## src/rtl/irq_ctrl_pkg.sv

```systemverilog
package irq_ctrl_pkg;
    typedef enum logic [0:0] {
        S_IDLE  = 1'b0,
        S_OFFER = 1'b1
    } ctl_state_t;

    typedef enum logic [1:0] {
        SEL_MASK = 2'd0,
        SEL_PEND = 2'd1,
        SEL_MAP  = 2'd2,
        SEL_NONE = 2'd3
    } reg_sel_t;

    localparam int TOP_SRCS = 2;  // emulator, reset
    localparam int SYS_SLOTS = 3; // power-down, stack fault, debug kernel
    localparam int NMI_SRCS = 3;  // positions that ignore the mask
endpackage

```

## src/rtl/irq_slot_map.sv

```systemverilog
module irq_slot_map #(
    parameter int NUM_PERIPH = 16,
    parameter int NUM_USER   = 12,
    parameter int MAP_W      = 4,
    parameter int IDX_W      = 4
) (
    input  logic                   clk,
    input  logic                   rst_n,
    input  logic                   map_we,
    input  logic [IDX_W-1:0]       map_idx,
    input  logic [MAP_W-1:0]       map_wdata,
    input  logic [NUM_PERIPH-1:0]  periph_req,
    output logic [NUM_USER-1:0]    user_req,
    output logic [MAP_W-1:0]       map_rdata
);
    logic [MAP_W-1:0] map_q [NUM_PERIPH];

    generate
        for (genvar p = 0; p < NUM_PERIPH; p++) begin : g_field
            always_ff @(posedge clk) begin
                if (!rst_n)
                    map_q[p] <= '1;
                else if (map_we && (int'(map_idx) == p))
                    map_q[p] <= map_wdata;
            end
        end
        for (genvar u = 0; u < NUM_USER; u++) begin : g_merge
            always_comb begin
                user_req[u] = 1'b0;
                for (int p = 0; p < NUM_PERIPH; p++)
                    if (int'(map_q[p]) == u)
                        user_req[u] = user_req[u] | periph_req[p];
            end
        end
    endgenerate

    assign map_rdata = (int'(map_idx) < NUM_PERIPH) ? map_q[map_idx] : '0;

    // a slot can only be requested when some peripheral line is high
    p_merge_src_r6: assert property (@(posedge clk) disable iff (!rst_n)
        (user_req != '0) |-> (periph_req != '0));
endmodule

```

## src/rtl/irq_pend_regs.sv

```systemverilog
module irq_pend_regs #(
    parameter int NUM_SRC = 17,
    parameter int NMI_N   = 3,
    parameter int SRC_W   = 5
) (
    input  logic               clk,
    input  logic               rst_n,
    input  logic [NUM_SRC-1:0] src_set,
    input  logic               ack_fire,
    input  logic [SRC_W-1:0]   ack_pos,
    input  logic               mask_we,
    input  logic [NUM_SRC-1:0] mask_wdata,
    input  logic               w1c_we,
    input  logic [NUM_SRC-1:0] w1c_data,
    output logic [NUM_SRC-1:0] pend_q,
    output logic [NUM_SRC-1:0] mask_q,
    output logic [NUM_SRC-1:0] elig
);
    localparam logic [NUM_SRC-1:0] NMI_BITS = NUM_SRC'((1 << NMI_N) - 1);

    logic [NUM_SRC-1:0] ack_oh;
    logic [NUM_SRC-1:0] clr_vec;

    always_comb begin
        ack_oh  = ack_fire ? (NUM_SRC'(1) << ack_pos) : '0;
        clr_vec = ack_oh | (w1c_we ? w1c_data : '0);
    end

    always_ff @(posedge clk) begin
        if (!rst_n) begin
            pend_q <= '0;
            mask_q <= '0;
        end else begin
            pend_q <= (pend_q & ~clr_vec) | src_set;
            if (mask_we)
                mask_q <= mask_wdata;
        end
    end

    assign elig = pend_q & (mask_q | NMI_BITS);

    // an input held high survives any clear
    p_set_wins_r8: assert property (@(posedge clk) disable iff (!rst_n)
        (src_set != '0) |=> ((pend_q & $past(src_set)) == $past(src_set)));
    // acknowledged bit is gone when not re-requested
    p_ack_clear_r8: assert property (@(posedge clk) disable iff (!rst_n)
        (ack_fire && ((src_set & ack_oh) == '0)) |=> ((pend_q & $past(ack_oh)) == '0));
endmodule

```

## src/rtl/irq_prio_pick.sv

```systemverilog
module irq_prio_pick #(
    parameter int NUM_SRC = 17,
    parameter int SRC_W   = 5
) (
    input  logic [NUM_SRC-1:0] elig,
    output logic               any,
    output logic [SRC_W-1:0]   win
);
    always_comb begin
        any = 1'b0;
        win = '0;
        for (int i = NUM_SRC - 1; i >= 0; i--) begin
            if (elig[i]) begin
                any = 1'b1;
                win = SRC_W'(i);
            end
        end
    end
endmodule

```

## src/rtl/prio_irq_ctrl.sv

```systemverilog
module prio_irq_ctrl
    import irq_ctrl_pkg::*;
#(
    parameter int NUM_USER   = 12,
    parameter int NUM_PERIPH = 16,
    parameter int MAP_W      = 4,
    parameter int IDX_W      = 4,
    parameter int REG_W      = 32,
    parameter int VEC_W      = 12,
    parameter int VEC_STRIDE = 32,
    parameter logic [11:0] EMU_VEC = 12'h3E0,
    parameter logic [11:0] RST_VEC = 12'h3C0
) (
    input  logic                  clk,
    input  logic                  rst_n,
    input  logic                  emu_req,
    input  logic                  rst_req,
    input  logic [2:0]            sys_req,
    input  logic [NUM_PERIPH-1:0] periph_req,
    input  logic                  reg_we,
    input  logic [1:0]            reg_sel,
    input  logic [IDX_W-1:0]      reg_idx,
    input  logic [REG_W-1:0]      reg_wdata,
    output logic [REG_W-1:0]      reg_rdata,
    output logic                  core_req,
    output logic [4:0]            core_src,
    output logic [VEC_W-1:0]      core_vec,
    input  logic                  core_ack
);
    localparam int NUM_SLOT = SYS_SLOTS + NUM_USER;
    localparam int NUM_SRC  = TOP_SRCS + NUM_SLOT;
    localparam int SRC_W    = 5;

    ctl_state_t         state_q, state_d;
    reg_sel_t           sel;
    logic [NUM_USER-1:0] user_req;
    logic [MAP_W-1:0]   map_rdata;
    logic [NUM_SRC-1:0] src_set, pend_q, mask_q, elig;
    logic               any, ack_fire, take;
    logic [SRC_W-1:0]   win;
    logic [SRC_W-1:0]   src_q;
    logic [VEC_W-1:0]   vec_q;
    logic               req_q;

    assign sel = reg_sel_t'(reg_sel);

    irq_slot_map #(
        .NUM_PERIPH(NUM_PERIPH), .NUM_USER(NUM_USER), .MAP_W(MAP_W), .IDX_W(IDX_W)
    ) u_map (
        .clk(clk), .rst_n(rst_n),
        .map_we(reg_we && (sel == SEL_MAP)),
        .map_idx(reg_idx),
        .map_wdata(reg_wdata[MAP_W-1:0]),
        .periph_req(periph_req),
        .user_req(user_req),
        .map_rdata(map_rdata)
    );

    assign src_set = {user_req, sys_req, rst_req, emu_req};

    irq_pend_regs #(.NUM_SRC(NUM_SRC), .NMI_N(NMI_SRCS), .SRC_W(SRC_W)) u_pend (
        .clk(clk), .rst_n(rst_n),
        .src_set(src_set),
        .ack_fire(ack_fire),
        .ack_pos(src_q),
        .mask_we(reg_we && (sel == SEL_MASK)),
        .mask_wdata(reg_wdata[NUM_SRC-1:0]),
        .w1c_we(reg_we && (sel == SEL_PEND)),
        .w1c_data(reg_wdata[NUM_SRC-1:0]),
        .pend_q(pend_q),
        .mask_q(mask_q),
        .elig(elig)
    );

    irq_prio_pick #(.NUM_SRC(NUM_SRC), .SRC_W(SRC_W)) u_pick (
        .elig(elig), .any(any), .win(win)
    );

    function automatic logic [VEC_W-1:0] vec_of(input logic [SRC_W-1:0] s);
        if (s == SRC_W'(0))      return VEC_W'(EMU_VEC);
        else if (s == SRC_W'(1)) return VEC_W'(RST_VEC);
        else                     return VEC_W'((int'(s) - TOP_SRCS) * VEC_STRIDE);
    endfunction

    // state register
    always_ff @(posedge clk) begin
        if (!rst_n) state_q <= S_IDLE;
        else        state_q <= state_d;
    end

    // transitions: IDLE->OFFER on an eligible source, OFFER->IDLE on ack
    always_comb begin
        state_d = state_q;
        unique case (state_q)
            S_IDLE:  if (any)      state_d = S_OFFER;
            S_OFFER: if (core_ack) state_d = S_IDLE;
            default:               state_d = S_IDLE;
        endcase
    end

    assign take     = (state_q == S_IDLE) && any;
    assign ack_fire = (state_q == S_OFFER) && core_ack;

    // registered outputs
    always_ff @(posedge clk) begin
        if (!rst_n) begin
            req_q <= 1'b0;
            src_q <= '0;
            vec_q <= '0;
        end else begin
            req_q <= (state_d == S_OFFER);
            if (take) begin
                src_q <= win;
                vec_q <= vec_of(win);
            end
        end
    end

    assign core_req = req_q;
    assign core_src = src_q;
    assign core_vec = vec_q;

    always_comb begin
        unique case (sel)
            SEL_MASK: reg_rdata = REG_W'(mask_q);
            SEL_PEND: reg_rdata = REG_W'(pend_q);
            SEL_MAP:  reg_rdata = REG_W'(map_rdata);
            default:  reg_rdata = '0;
        endcase
    end

    // offer frozen until acknowledge
    p_offer_hold_r7: assert property (@(posedge clk) disable iff (!rst_n)
        (core_req && !core_ack) |=> (core_req && $stable(core_src) && $stable(core_vec)));
    // acknowledge drops the request
    p_ack_drop_r8: assert property (@(posedge clk) disable iff (!rst_n)
        (core_req && core_ack) |=> !core_req);
    // the offered source was eligible
    p_win_eligible_r3: assert property (@(posedge clk) disable iff (!rst_n)
        $rose(core_req) |-> ((($past(elig) >> core_src) & NUM_SRC'(1)) != '0));
    // nothing more urgent was eligible
    p_no_higher_r3: assert property (@(posedge clk) disable iff (!rst_n)
        $rose(core_req) |-> (($past(elig) & ((NUM_SRC'(1) << core_src) - NUM_SRC'(1))) == '0));
    // a maskable slot is only offered when its mask bit was 1
    p_mask_gate_r5: assert property (@(posedge clk) disable iff (!rst_n)
        ($rose(core_req) && (core_src >= SRC_W'(NMI_SRCS))) |->
            ((($past(mask_q) >> core_src) & NUM_SRC'(1)) != '0));
endmodule

```

## config.mk

```make
export PLATFORM = sky130hd
export DESIGN_NAME = prio_irq_ctrl
export DESIGN_NICKNAME = d
export VERILOG_FILES = /design/src/rtl/irq_ctrl_pkg.sv /design/src/rtl/irq_slot_map.sv /design/src/rtl/irq_pend_regs.sv /design/src/rtl/irq_prio_pick.sv /design/src/rtl/prio_irq_ctrl.sv
export SDC_FILE = /design/constraint.sdc
export NUM_CORES = 1
export LEC_CHECK = 0
export BUFFER_PORTS_ARGS = -buffer_cell sky130_fd_sc_hd__clkbuf_2
export CAP_MARGIN = 20
export CELL_PAD_IN_SITES_DETAIL_PLACEMENT = 0
export CELL_PAD_IN_SITES_GLOBAL_PLACEMENT = 2
export CORE_MARGIN = 2
export CORE_UTILIZATION = 36
export CTS_CLUSTER_DIAMETER = 150
export DETAILED_ROUTE_END_ITERATION = 6
export HOLD_SLACK_MARGIN = 0.02
export PLACE_DENSITY_LB_ADDON = 0.1
export SLEW_MARGIN = 0
export SYNTH_ARGS = -nofsm -noshare
export SYNTH_HDL_FRONTEND = slang
export SYNTH_SLANG_ARGS = --single-unit
```

## constraint.sdc

```tcl
create_clock -name clk -period 2.1 [get_ports clk]
set_input_delay 0.315 -clock clk [delete_from_list [all_inputs] [get_ports clk]]
set_output_delay 0.315 -clock clk [all_outputs]
set_load 0.01 [all_outputs]
```

==> Yosys cells after proc, flatten, opt, wreduce, memory -nomap -nowiden <==
Memories as Yosys holds them, arrays and structs flattened.
Index checks and enable logic that the tools add are counted.
{ "word_totals": {"word_cells": 743, "ram_bits": 64, "register_bits": 52, "memories": 1, "input_bits": 63} }
{ "classes": {"n_bitwise": 202, "n_reduce_logical": 40, "eq_ne": 194, "mux": 299, "shifts": 1, "n_addsub": 1} }
{ "memory_table": {"columns": ["memory", "words", "word_bits", "read_ports", "rd_clocked_by_memory_dff", "write_ports", "line_no", "source"], "rows": [
  ["u_map.map_q", 16, 4, 17, 0, 16, "irq_slot_map.sv:16", "logic [MAP_W-1:0] map_q [NUM_PERIPH];"]
]} }
{ "op_table": {"columns": ["op", "n"], "rows": [
  ["equality test 4 bit (second input constant)", 136],
  ["two-way mux 1 bit", 260],
  ["OR 1 bit", 196],
  ["equality test 4 x 3 -> 1 bit (second input constant)", 36],
  ["two-way mux 5 bit", 17],
  ["equality test 4 x 2 -> 1 bit (second input constant)", 18],
  ["zero test 4 bit", 17],
  ["two-way mux 4 bit", 16],
  ["one-hot mux 17 bit (3 select lines)", 1],
  ["bitwise AND 17 bit", 2],
  ["two-way mux 17 bit", 2],
  ["OR 17 bit", 2],
  ["two-way mux 12 bit", 2],
  ["logical AND 1 bit", 21],
  ["NOT 17 bit", 1],
  ["<< shifter 1 x 5 -> 17 bit (first input constant)", 1],
  ["subtractor 5 x 2 -> 6 bit (second input constant)", 1],
  ["equality test 5 x 1 -> 1 bit (second input constant)", 1],
  ["zero test 5 bit", 1],
  ["equality test 4 x 1 -> 1 bit (second input constant)", 1],
  ["equality test 2 x 1 -> 1 bit (second input constant)", 1],
  ["equality test 2 bit (second input constant)", 1],
  ["zero test 2 bit", 1],
  ["one-hot mux 1 bit (2 select lines)", 1],
  ["NOT 1 bit", 1]
]} }

==> Depth between registers and ports, before layout <==
An unclocked memory read counts as a cell.
{ "depth": {"ltp_word": 34, "ltp_mapped": 8} }

==> By module <==
Synthesis repeated with hierarchy kept, for this count alone.
{ "unflattened": {"cells_unflattened": 813, "area_unflattened_um2": 7628.6} }
{ "by_module_without_submodules": {"columns": ["module", "cells_each", "instances", "seq_area_each_um2", "area_per_inst_um2"], "rows": [
  ["irq_slot_map", 501, 1, 1921.8, 4810.9],
  ["irq_pend_regs", 150, 1, 680.7, 1640.3],
  ["prio_irq_ctrl", 127, 1, 240.2, 987.2],
  ["irq_prio_pick", 35, 1, 0.0, 190.2]
]} }

==> Worst setup path before layout <==
No wires, ideal clock.
{ "synth_timing": {"path_type": "input -> output", "startpoint": "input port reg_idx[0]", "endpoint": "output port reg_rdata[1]", "cell_stages": 6, "t_arrival_ns": 1.688, "setup_slack_ns": 0.097, "path_cell_list": "buf_6 -> buf_12 -> mux4_2 -> mux4_2 -> inv_1 -> o22ai_1"} }
{ "synth_between": {"elab_chain_cells": 2} }
{ "synth_rtl": {"columns": ["element", "line_no", "source"], "rows": [
  ["start: declaration", "prio_irq_ctrl.sv:22", "input logic [IDX_W-1:0] reg_idx,"],
  ["memory read (16 x 4 bit)", null, null],
  ["one-hot mux 17 bit (3 select lines)", "prio_irq_ctrl.sv:124", "unique case (sel)"],
  ["end: declaration", "prio_irq_ctrl.sv:24", "output logic [REG_W-1:0] reg_rdata,"]
]} }
No other way between the ends.

==> results.sh <==
export IMPL_yosysWarningCount=0
export IMPL_first_pass_iters=5
export IMPL_route_vias_total=7736
export IMPL_setup_ws_ps=-347.5
export IMPL_hold_class="input pin to flip-flop"
export IMPL_synth_area_mm2=0.007441
export IMPL_syn_inst=820
export IMPL_p_leak_nw=3.529
export IMPL_period_needed_ps=2447
export IMPL_relSlewSlack_pct=49.33
export IMPL_status="finished with violations"
export IMPL_place_gp_congestion=1.086
export IMPL_wl_per_cell_um=23.43
export IMPL_grt_pass1_wl_mm=45.15
export IMPL_power_mw=5.623
export IMPL_crit_required_ps=1780
export IMPL_crit_type="flip-flop to primary output"
export IMPL_min_to="u_pend.pend_q[0]$_SDFF_PN0_"
export IMPL_min_path_cells=3
export IMPL_final_cells=1308
export IMPL_rsz0062_at_grt="true"
export IMPL_post_place_ws_ps=-224.1
export IMPL_skew_ps=10.94
export IMPL_insertion_delay_ps=350
export IMPL_synth_async_reset_ratio_pct=0
export IMPL_dp_hpwl_mm=25.16
export IMPL_io_pins=113
export IMPL_io_buffers=77
export IMPL_finalSetupViolCount=5
export IMPL_clockBufferDepth=2
export IMPL_drt_iter0_markers=692
export IMPL_placed_cells=1278
export IMPL_avgSynthCellArea_um2=9.074
export IMPL_via_per_inst=5.914
export IMPL_worstMarginPinSlew_ps=758.5
export IMPL_r2r_end="u_pend.pend_q[14]$_SDFF_PN0_"
export IMPL_cts_buffers=9
export IMPL_drive_gt1_share_pct=28.32
export IMPL_grt_use_total_pct=27.77
export IMPL_seq_area_mm2=0.002843
export IMPL_synthDistinctLibCells=63
export IMPL_hold_viol=0
export IMPL_multi_input_area_mm2=0.004344
export IMPL_num_antenna_cells=0
export IMPL_cts_root_buffer="clkbuf_16"
export IMPL_ir_worst_vdd_mv=0.3837
export IMPL_grt_max_degree=41
export IMPL_row_count=52
export IMPL_busiest_layer="met2"
export IMPL_drv_cap=0
export IMPL_ant_nets=0
export IMPL_cts_htree_levels=3
export IMPL_die_area_mm2=0.02183
export IMPL_final_core_util_pct=47.02
export IMPL_die_h_um=147.8
export IMPL_coreArea_mm2=0.02023
export IMPL_use_met2_pct=41.84
export IMPL_clock_sinks=110
export IMPL_remaining_drc_errors=0
export IMPL_violations="negative setup slack"
export IMPL_synth_flop_cell="edfxtp_1"
export IMPL_seq_area_frac_synth_pct=38.20
export IMPL_cts_tree="built"
export IMPL_die_x_um=147.8
export IMPL_ys_ff_latch=110
export IMPL_syn_to_final_growth_pct=27.86
export IMPL_cp_end_kind="primary output"
export IMPL_worstHoldStart="emu_req"
export IMPL_arrival_ps=2130
export IMPL_nets=1097
export IMPL_num_fill_cells=1973
export IMPL_synth_edf_count=64
export IMPL_critPathMaxFanout=2
export IMPL_rr_worst_depth=9
export IMPL_fin_crit_sh_pct=116.5
export IMPL_use_met3_pct=5.031
export IMPL_fmax_ghz=0.4086
export IMPL_start_util_pct=36.77
export IMPL_cts_clk_slew_worst_paths_ps=80
export IMPL_r2r_start="u_map.map_q[3][3]$_SDFFCE_PN1P_"
export IMPL_power_density_mw_per_mm2=591.0
export IMPL_reg2reg_slack_ps=-10
export IMPL_grt_pass1_vias=7362
export IMPL_grt_ovfl_total=0
export IMPL_grtUsageMet1_pct=38.45
export IMPL_whs_ps=161.4
export IMPL_antenna_found_initial=0
export IMPL_drv_slew=0
export IMPL_wl_mm=30.64
export IMPL_start_kind="flip-flop"
-- power by group --
| group | total (mW) | switching [mW] | internal, mW |
|---|---|---|---|
| clock network | 1.70 | 0.860 | 0.836 |
| registers | 2.57 | 0.148 | 2.42 |
| logic | 1.36 | 0.768 | 0.594 |
| total | 5.62 | 1.78 | 3.85 |
-- repair_timing --
item | 4_1_cts | 5_1_grt
pin swaps | 2 | 0
gates cloned | 0 | 0
setup buffers | 10 | 4
setup endpoints to repair | 4 | 14
gates resized for setup | 9 | 8
hold buffers | 0 | 0
-- Yosys cell counts (9+ instances only) --
| cell | n | area [um^2] |
|---|---|---|
| nand2_1 | 71 | 266.5 |
| or3_1 | 67 | 419.2 |
| edfxtp_1 | 64 | 1922 |
| nor2_1 | 50 | 187.7 |
| dfxtp_1 | 46 | 920.9 |
| nand2b_1 | 43 | 269.0 |
| nor3_1 | 42 | 210.2 |
| nand3b_1 | 38 | 285.3 |
| o22ai_1 | 38 | 237.7 |
| clkbuf_1 | 31 | 116.4 |
| o21ai_0 | 30 | 150.1 |
| a21oi_1 | 29 | 145.1 |
| nand3_1 | 25 | 125.1 |
| buf_4 | 21 | 157.7 |
| mux2i_1 | 18 | 180.2 |
| inv_1 | 17 | 63.81 |
| nor2b_1 | 17 | 106.4 |
| nor3b_1 | 17 | 127.6 |
| nor4_1 | 14 | 87.58 |
| o211ai_1 | 14 | 105.1 |
| a22oi_1 | 13 | 97.59 |
| mux4_2 | 13 | 292.8 |
| nand4_1 | 9 | 56.30 |
-- layout make-up --
type                    count  share of cell area, %
clock buffers               9                  2.367
clock inverters             7                 0.7102
inverters                  18                 0.7102
multi-input cells         653                  45.66
flip-flops and latches    110                  29.88
well taps                 270                  3.551
repair buffers            241                  17.12
-- layout by cell type, fill, tap and decap left out, drive strengths merged, types with 5 or more instances in the layout --
master,count
buf,164
clkbuf,86
nand2,71
or3,67
edfxtp,64
nor2,50
dfxtp,46
nand2b,43
nor3,42
nand3b,38
o22ai,38
o21ai,30
a21oi,29
nand3,25
conb,20
mux4,20
inv,20
mux2i,18
nor3b,18
nor2b,17
o211ai,14
a22oi,14
nor4,14
nand4,9
a31oi,9
a32oi,7
a2111oi,7
or4,5
clkinv,5
-- routing by layer --
| layer | vias up | routed length [um] |
|---|---|---|
| met3 | 65 | 2155 |
| li1 | 3570 | - |
| met1 | 3737 | 13560 |
| met5 | - | 0 |
| met4 | 0 | 1478 |
| met2 | 364 | 13450 |
-- worst max-delay path: stages, from the launching register on --
cell and delay (ps):
edfxtp_1 440, mux4_2 510, mux4_2 540, inv_2 70
o22ai_1 80, clkbuf_2 140
-- through the flow --
step           cell area [um^2]  TNS, ps
2_1_floorplan              7512        0
3_3_place_gp               9050   -819.4
3_5_place_dp               9050   -834.9
4_1_cts                    9439    -1334
5_1_grt                    9514    -1595
6_report                   9514    -1338
-- worst max path at each step --
stage | from | end | slack, ps | cells after the start
2_1_floorplan | reg_idx[0] | reg_rdata[1] | 100 | 6
3_3_place_gp | reg_idx[0] | reg_rdata[0] | -220 | 7
3_5_place_dp | reg_idx[0] | reg_rdata[0] | -220 | 7
4_1_cts | u_map.map_q[3][0]$_SDFFCE_PN1P_ | reg_rdata[0] | -340 | 5
5_1_grt | u_map.map_q[3][0]$_SDFFCE_PN1P_ | reg_rdata[0] | -390 | 5
6_report | u_map.map_q[3][1]$_SDFFCE_PN1P_ | reg_rdata[1] | -350 | 5
-- flip-flops by register name (all words and copies together) (netlist names) --
| signal | count |
|---|---|
| core_req | 1 |
| u_pend.mask_q | 17 |
| core_src | 5 |
| u_map.map_q | 64 |
| core_vec | 6 |
| u_pend.pend_q | 17 |
-- logic make-up after synthesis --
group	Yosys count	synth area share [%]
buf+inv	76	5.263
mux	38	8.828
fa+ha+maj	1	0.1681
compound gates	178	16.31
simple gates	415	31.06
flops	110	38.20
xor+xnor	1	0.1177
other cells	1	0.05040
Power figures use the tool's default switching activity.
